`src/rtl/vfmt_pkg.sv`:
```
package vfmt_pkg;
  typedef enum logic [1:0] {
    FMT_CIF  = 2'd0,
    FMT_QCIF = 2'd1,
    FMT_WIDE = 2'd2
  } fmt_e;

  typedef struct packed {
    logic [1:0] fmt;
    logic       bus8;
    logic       mono;
  } cfg_t;

  localparam logic [7:0] Y_BLANK   = 8'd16;
  localparam logic [7:0] C_NEUTRAL = 8'd128;
endpackage

```
`src/rtl/vfmt_timing.sv`:
```
module vfmt_timing
  import vfmt_pkg::*;
#(
  parameter int CIF_W    = 352,
  parameter int CIF_H    = 288,
  parameter int QCIF_W   = 176,
  parameter int QCIF_H   = 144,
  parameter int WIDE_W   = 704,
  parameter int WIDE_H   = 288,
  parameter int HBLANK   = 160,
  parameter int HS_OFF   = 16,
  parameter int HS_W     = 64,
  parameter int VBLANK   = 25,
  parameter int VS_OFF   = 2,
  parameter int VS_LINES = 3
) (
  input  logic clk,
  input  logic rst,
  input  cfg_t cfg_in,
  output cfg_t cfg_q,
  output logic active,
  output logic first_slot,
  output logic px_odd,
  output logic hs_win,
  output logic vs_win
);
  localparam int MAX_W = (CIF_W > QCIF_W) ? ((CIF_W > WIDE_W) ? CIF_W : WIDE_W)
                                          : ((QCIF_W > WIDE_W) ? QCIF_W : WIDE_W);
  localparam int MAX_H = (CIF_H > QCIF_H) ? ((CIF_H > WIDE_H) ? CIF_H : WIDE_H)
                                          : ((QCIF_H > WIDE_H) ? QCIF_H : WIDE_H);
  localparam int HCW = $clog2(2 * (MAX_W + HBLANK) + 1);
  localparam int VCW = $clog2(MAX_H + VBLANK + 1);

  logic [HCW-1:0] h, wsel, act_w, line_len, hs_lo, hs_hi;
  logic [VCW-1:0] v, hsel, frame_len, vs_lo, vs_hi;
  logic           line_end, frame_end;

  // size selection; the unlisted code falls back to CIF
  always_comb begin
    case (cfg_q.fmt)
      FMT_QCIF: begin wsel = HCW'(QCIF_W); hsel = VCW'(QCIF_H); end
      FMT_WIDE: begin wsel = HCW'(WIDE_W); hsel = VCW'(WIDE_H); end
      default:  begin wsel = HCW'(CIF_W);  hsel = VCW'(CIF_H);  end
    endcase
  end

  // horizontal limits in clock slots: doubled in narrow mode
  assign act_w    = wsel << cfg_q.bus8;
  assign line_len = (wsel + HCW'(HBLANK)) << cfg_q.bus8;
  assign hs_lo    = (wsel + HCW'(HS_OFF)) << cfg_q.bus8;
  assign hs_hi    = (wsel + HCW'(HS_OFF + HS_W)) << cfg_q.bus8;
  assign frame_len = hsel + VCW'(VBLANK);
  assign vs_lo     = hsel + VCW'(VS_OFF);
  assign vs_hi     = hsel + VCW'(VS_OFF + VS_LINES);

  assign line_end  = (h == line_len - HCW'(1));
  assign frame_end = line_end && (v == frame_len - VCW'(1));

  always_ff @(posedge clk) begin
    if (rst) begin
      h     <= '0;
      v     <= '0;
      cfg_q <= cfg_in;
    end else if (line_end) begin
      h <= '0;
      if (frame_end) begin
        v     <= '0;
        cfg_q <= cfg_in;
      end else begin
        v <= v + VCW'(1);
      end
    end else begin
      h <= h + HCW'(1);
    end
  end

  assign active     = (v < hsel) && (h < act_w);
  assign first_slot = cfg_q.bus8 ? ~h[0] : 1'b1;
  assign px_odd     = cfg_q.bus8 ? h[1] : h[0];
  assign hs_win     = (h >= hs_lo) && (h < hs_hi);
  assign vs_win     = (v >= vs_lo) && (v < vs_hi);

  // sync windows must sit in blanking
  assert_vs_in_blank_R7: assert property (@(posedge clk) disable iff (rst)
    vs_win |-> !active);
  assert_hs_in_blank_R7: assert property (@(posedge clk) disable iff (rst)
    hs_win |-> !active);
endmodule

```
`src/rtl/vfmt_pixmux.sv`:
```
module vfmt_pixmux
  import vfmt_pkg::*;
(
  input  logic       clk,
  input  logic       rst,
  input  logic       bus8,
  input  logic       mono,
  input  logic       active,
  input  logic       first_slot,
  input  logic       px_odd,
  input  logic       hs_win,
  input  logic       vs_win,
  input  logic       in_valid,
  input  logic [7:0] in_y,
  input  logic [7:0] in_cb,
  input  logic [7:0] in_cr,
  output logic [7:0] y_o,
  output logic [7:0] c_o,
  output logic       crs_o,
  output logic       href_o,
  output logic       hs_n_o,
  output logic       vs_n_o
);
  logic       take, got;
  logic [7:0] chroma, luma_hold;

  assign take   = active & first_slot;
  assign got    = take & in_valid;
  assign chroma = mono ? C_NEUTRAL : (px_odd ? in_cr : in_cb);

  always_ff @(posedge clk) begin
    if (rst) begin
      y_o       <= Y_BLANK;
      c_o       <= C_NEUTRAL;
      crs_o     <= 1'b0;
      href_o    <= 1'b0;
      hs_n_o    <= 1'b1;
      vs_n_o    <= 1'b1;
      luma_hold <= Y_BLANK;
    end else begin
      href_o <= active;
      hs_n_o <= ~hs_win;
      vs_n_o <= ~vs_win;
      crs_o  <= active & px_odd;
      if (take) luma_hold <= got ? in_y : Y_BLANK;
      if (!active) begin
        y_o <= Y_BLANK;
        c_o <= C_NEUTRAL;
      end else if (!bus8) begin
        y_o <= got ? in_y : Y_BLANK;
        c_o <= got ? chroma : C_NEUTRAL;
      end else begin
        c_o <= C_NEUTRAL;
        y_o <= first_slot ? (got ? chroma : C_NEUTRAL) : luma_hold;
      end
    end
  end

  assert_blank_levels_R6: assert property (@(posedge clk) disable iff (rst)
    !href_o |-> (y_o == Y_BLANK) && (c_o == C_NEUTRAL));
  assert_line_starts_cb_R5: assert property (@(posedge clk) disable iff (rst)
    $rose(href_o) |-> !crs_o);
  assert_crs_toggles_R5: assert property (@(posedge clk) disable iff (rst)
    (href_o && $past(href_o) && !bus8) |-> (crs_o != $past(crs_o)));
  assert_neutral_chroma_R8: assert property (@(posedge clk) disable iff (rst)
    (href_o && (mono || bus8)) |-> (c_o == C_NEUTRAL));
  assert_hs_not_active_R7: assert property (@(posedge clk) disable iff (rst)
    !hs_n_o |-> !href_o);
endmodule

```
`src/rtl/ycc_port_fmt.sv`:
```
module ycc_port_fmt
  import vfmt_pkg::*;
#(
  parameter int CIF_W    = 352,
  parameter int CIF_H    = 288,
  parameter int QCIF_W   = 176,
  parameter int QCIF_H   = 144,
  parameter int WIDE_W   = 704,
  parameter int WIDE_H   = 288,
  parameter int HBLANK   = 160,
  parameter int HS_OFF   = 16,
  parameter int HS_W     = 64,
  parameter int VBLANK   = 25,
  parameter int VS_OFF   = 2,
  parameter int VS_LINES = 3
) (
  input  logic       clk,
  input  logic       rst,
  input  logic [1:0] fmt_sel,
  input  logic       bus8_sel,
  input  logic       mono_sel,
  input  logic       pix_valid,
  output logic       pix_ready,
  input  logic [7:0] pix_y,
  input  logic [7:0] pix_cb,
  input  logic [7:0] pix_cr,
  output logic [7:0] vid_y,
  output logic [7:0] vid_c,
  output logic       vid_crs,
  output logic       vid_href,
  output logic       vid_hs_n,
  output logic       vid_vs_n
);
  cfg_t cfg_in, cfg_q;
  logic active, first_slot, px_odd, hs_win, vs_win;

  assign cfg_in = '{fmt: fmt_sel, bus8: bus8_sel, mono: mono_sel};

  vfmt_timing #(
    .CIF_W(CIF_W), .CIF_H(CIF_H), .QCIF_W(QCIF_W), .QCIF_H(QCIF_H),
    .WIDE_W(WIDE_W), .WIDE_H(WIDE_H), .HBLANK(HBLANK), .HS_OFF(HS_OFF),
    .HS_W(HS_W), .VBLANK(VBLANK), .VS_OFF(VS_OFF), .VS_LINES(VS_LINES)
  ) u_timing (
    .clk(clk), .rst(rst), .cfg_in(cfg_in), .cfg_q(cfg_q),
    .active(active), .first_slot(first_slot), .px_odd(px_odd),
    .hs_win(hs_win), .vs_win(vs_win)
  );

  assign pix_ready = active & first_slot & ~rst;

  vfmt_pixmux u_mux (
    .clk(clk), .rst(rst), .bus8(cfg_q.bus8), .mono(cfg_q.mono),
    .active(active), .first_slot(first_slot), .px_odd(px_odd),
    .hs_win(hs_win), .vs_win(vs_win), .in_valid(pix_valid),
    .in_y(pix_y), .in_cb(pix_cb), .in_cr(pix_cr),
    .y_o(vid_y), .c_o(vid_c), .crs_o(vid_crs), .href_o(vid_href),
    .hs_n_o(vid_hs_n), .vs_n_o(vid_vs_n)
  );

  // a taken pixel is on the port one clock later
  assert_ready_to_href_R9: assert property (@(posedge clk) disable iff (rst)
    pix_ready |=> vid_href);
endmodule

```
`config.mk`:
```
export PLATFORM = sky130hd
export DESIGN_NAME = ycc_port_fmt
export DESIGN_NICKNAME = d
export VERILOG_FILES = /design/src/rtl/vfmt_pkg.sv /design/src/rtl/vfmt_timing.sv /design/src/rtl/vfmt_pixmux.sv /design/src/rtl/ycc_port_fmt.sv
export SDC_FILE = /design/constraint.sdc
export NUM_CORES = 1
export LEC_CHECK = 0
export CORE_MARGIN = 1.5
export CORE_UTILIZATION = 40
export CTS_CLUSTER_DIAMETER = 60
export DETAILED_ROUTE_END_ITERATION = 10
export DONT_BUFFER_PORTS = 1
export SLEW_MARGIN = 5
export SYNTH_ARGS = -nofsm -noshare
export SYNTH_HDL_FRONTEND = slang
export SYNTH_SLANG_ARGS = --single-unit
```
`constraint.sdc`:
```
create_clock -name clk -period 4.19 [get_ports clk]
set_input_delay 0.6285 -clock clk [delete_from_list [all_inputs] [get_ports clk]]
set_output_delay 0.6285 -clock clk [all_outputs]
set_load 0.02 [all_outputs]
```
==> metrics.yaml <==
critPathArrivalTime_ns: 3.28
post_cts_resized: 0
drv_cap: 0
initial_core_util_pct: 41.00
final_cell_mix: "48 x dfxtp_1, 38 x nor2_1, 30 x ha_1"
cts.sinks: 52
rr_worst_depth: 11
crit-reg2reg-launch: "u_timing.cfg_q[2]"
drc: 0
syn_inst: 407
yosysWarnings: 0
power_density_nw_per_um2: 295.9
critPathLaunchType: "flop"
hold_violations: 0
finalMaxSlewViolations: 0
clk_path_buf_depth: 2
grt_pass1_wl_microns: 13810
final.min_clock_period_ns: 3.909
synth-async-reset-ratio_pct: 0
hold_path_class: "in -> reg"
grt_pass1_vias: 2726
die_area_sq_um: 9426
yosysUniqueCellTypes: 67
slew_headroom_pct: 42.17
status: "completed"
grt_use_total_pct: 17.91
vias_per_cell: 5.775
ctsHoldBuffers: 0
antenna_found_initial: 0
syn_to_final_growth_pct: 4.028
rsz0062_at_grt: "false"
endpoint_kind: "output pin"
final_common_cell: "dfxtp_1"
hold_end: "u_mux.luma_hold[7]"
max_freq_ghz: 0.2558
insertion_delay_ns: 0.31
diodes: 0
p_leak_nw: 1.483
synth-edff-count: 4
routabilityCongestion: 0.8711
swShare_pct: 32.44
pwr-share-seq_pct: 50.7
vdd.ir_drop.worst_mv: 0.1498
dp_hpwl_microns: 5987
r2r-end: "u_mux.c_o[7]"
fillers: 861
setup_viol: 0
fp.dieW_microns: 97.09
syn_avg_cell_area_sq_um: 8.700
critical_path_class: "reg -> out"
holdPathStages: 1
ios: 52
cts_tree: "done"
wire_per_inst_microns: 16.64
p_clk_share_pct: 26.9
fin_util_pct: 42.65
tns_ns: 0
cts_root_buf: "clkbuf_8"
numPortBuffers: 0
final_area_sq_um: 3684
period_share_pct: 93.30
drive_above_1_share_pct: 9.620
syn_area_sq_um: 3541
ff2ff_setup_slack_ns: 0.62
synth_ff_type: "dfxtp_1"
drt_wl_total_microns: 8371
cts_made_buffers: 5
num_vias: 2905
worstPathRequired_ns: 3.56
rows: 34
yosysSeqAreaShare_pct: 30.53
worstMarginPinSlew_ns: 0.8675
core_sq_um: 8636
grt_max_degree: 37
first_iter_violations: 166
final_nets: 455
crit_fanout: 14
clkTransAtPathRegs_ns: 0.10
place_area_sq_um: 3586
p_switching_w: 0.0003536
ant_nets: 0
synth_seq_cells: 52
die_h_microns: 97.09
finClkSkew_ns: 0.01145
p_int_w: 0.0007362
cts_setup_buffers: 0
overflow: 0
firstDrtPassIters: 4
min_from: "rst"
htreeDepth: 2
synth.net_count: 468
comb_power_share_pct: 22.5
-- cells in the mapped netlist, types with 2 or more instances --
cell	n	share of area [%]
a211oi_1	8	1.7
a21o_1	6	1.3
a21oi_1	18	2.5
a2bb2oi_1	5	1.2
a31o_2	2	0.49
a31oi_1	3	0.53
and2_1	5	0.88
and3_1	4	0.71
buf_1	2	0.21
buf_2	6	0.85
buf_6	4	1.3
clkbuf_1	14	1.5
dfxtp_1	48	27
edfxtp_1	4	3.4
ha_1	30	11
inv_1	14	1.5
mux2_2	2	0.64
mux2i_1	15	4.2
nand2_1	17	1.8
nand2b_1	7	1.2
nand3_1	18	2.5
nand3b_1	3	0.64
nand4_1	10	1.8
nor2_1	38	4.0
nor2b_1	8	1.4
nor3_1	15	2.1
nor3_2	4	1.1
nor3b_1	6	1.3
nor4_1	3	0.53
nor4_4	2	1.2
nor4b_1	2	0.49
nor4bb_1	4	1.1
o21a_1	4	0.85
o21ai_0	15	2.1
o221ai_1	2	0.49
o22ai_1	2	0.35
o311ai_0	2	0.49
o31ai_1	5	1.1
or2_1	2	0.35
or2_2	3	0.53
or3_1	6	1.1
xnor2_1	7	1.7
xor2_1	8	2.0
-- power groups by stage --
stage / sequential [W] / combinational (W) / clock, W
after floorplan: 0.000552 / 0.000211 / 0
after global placement: 0.000562 / 0.000238 / 0
after detailed placement: 0.000563 / 0.000241 / 0
after CTS: 0.000552 / 0.000242 / 0.000299
after global routing: 0.000555 / 0.000270 / 0.000321
final: 0.000552 / 0.000245 / 0.000293
-- through the flow --
stage	setup slack [ns]	std cells	power [W]	hold slack (ns)
2_1_floorplan	0.5132	407	0.0007624	0.4463
3_3_place_gp	0.6247	495	0.0008006	0.4509
3_5_place_dp	0.4778	495	0.0008047	0.4561
4_1_cts	0.1263	503	0.001093	0.3698
5_1_grt	0.02848	503	0.001146	0.3559
6_report	0.2806	503	0.001090	0.3839
-- per-layer routing --
metal | global-route usage (%) | share of wire, % | up-vias | routed length, microns
met3 | 3.813 | 4.8 | 4 | 398
met4 | 3.790 | 0.47 | 0 | 39
met1 | 25.27 | 47 | 1373 | 3956
li1 | - | - | 1451 | -
met2 | 28.19 | 47 | 77 | 3976
met5 | 0 | 0 | - | 0
-- worst max-delay path: stages, from the launching register on --
cell and delay, ns:
edfxtp_1 0.38, inv_1 0.07, ha_1 0.52, nand2b_1 0.19
o21ai_0 0.17, ha_1 0.38, a21o_1 0.19, a21oi_1 0.16
o221ai_1 0.17, or3_4 0.44, a21oi_1 0.15, buf_4 0.16
-- sequential cells by signal, summed over array words and instances (netlist names) --
name             flops
u_timing.cfg_q       4
u_mux.y_o            8
u_mux.vs_n_o         1
u_mux.crs_o          1
u_mux.c_o            8
u_timing.v           9
u_mux.luma_hold      8
u_timing.h          11
u_mux.hs_n_o         1
u_mux.href_o         1
-- worst max path at each step --
stage	from	cells after the start	slack, ns	endpoint
after detailed placement	u_timing.cfg_q[2]	11	0.48	pix_ready
after floorplan	u_timing.cfg_q[1]	12	0.51	pix_ready
after global routing	u_timing.cfg_q[2]	11	0.03	pix_ready
final	u_timing.cfg_q[2]	11	0.28	pix_ready
after global placement	u_timing.cfg_q[2]	11	0.62	pix_ready
after CTS	u_timing.cfg_q[2]	11	0.13	pix_ready
-- cells by family after synthesis --
logic type               synth area share [%]
XOR/XNOR                                4.170
AO/OA/AOI/OAI                           17.00
buffers and inverters                   5.512
adder cells (fa/ha/maj)                 10.60
AND/OR/NAND/NOR                         26.61
flip-flops                              30.53
multiplexers                            5.583
-- area by class of cell --
class                      count  area [sq um]  share of cell area, %
clock buffer                   5         68.82                  1.868
clock inverter                 3         21.27                 0.5774
inverter                      14         52.55                  1.427
multi-input combinational    314          2272                  61.68
sequential                    52          1081                  29.35
tap                          108         135.1                  3.668
timing repair buffer           7         52.55                  1.427
Power figures use the tool's default switching activity.
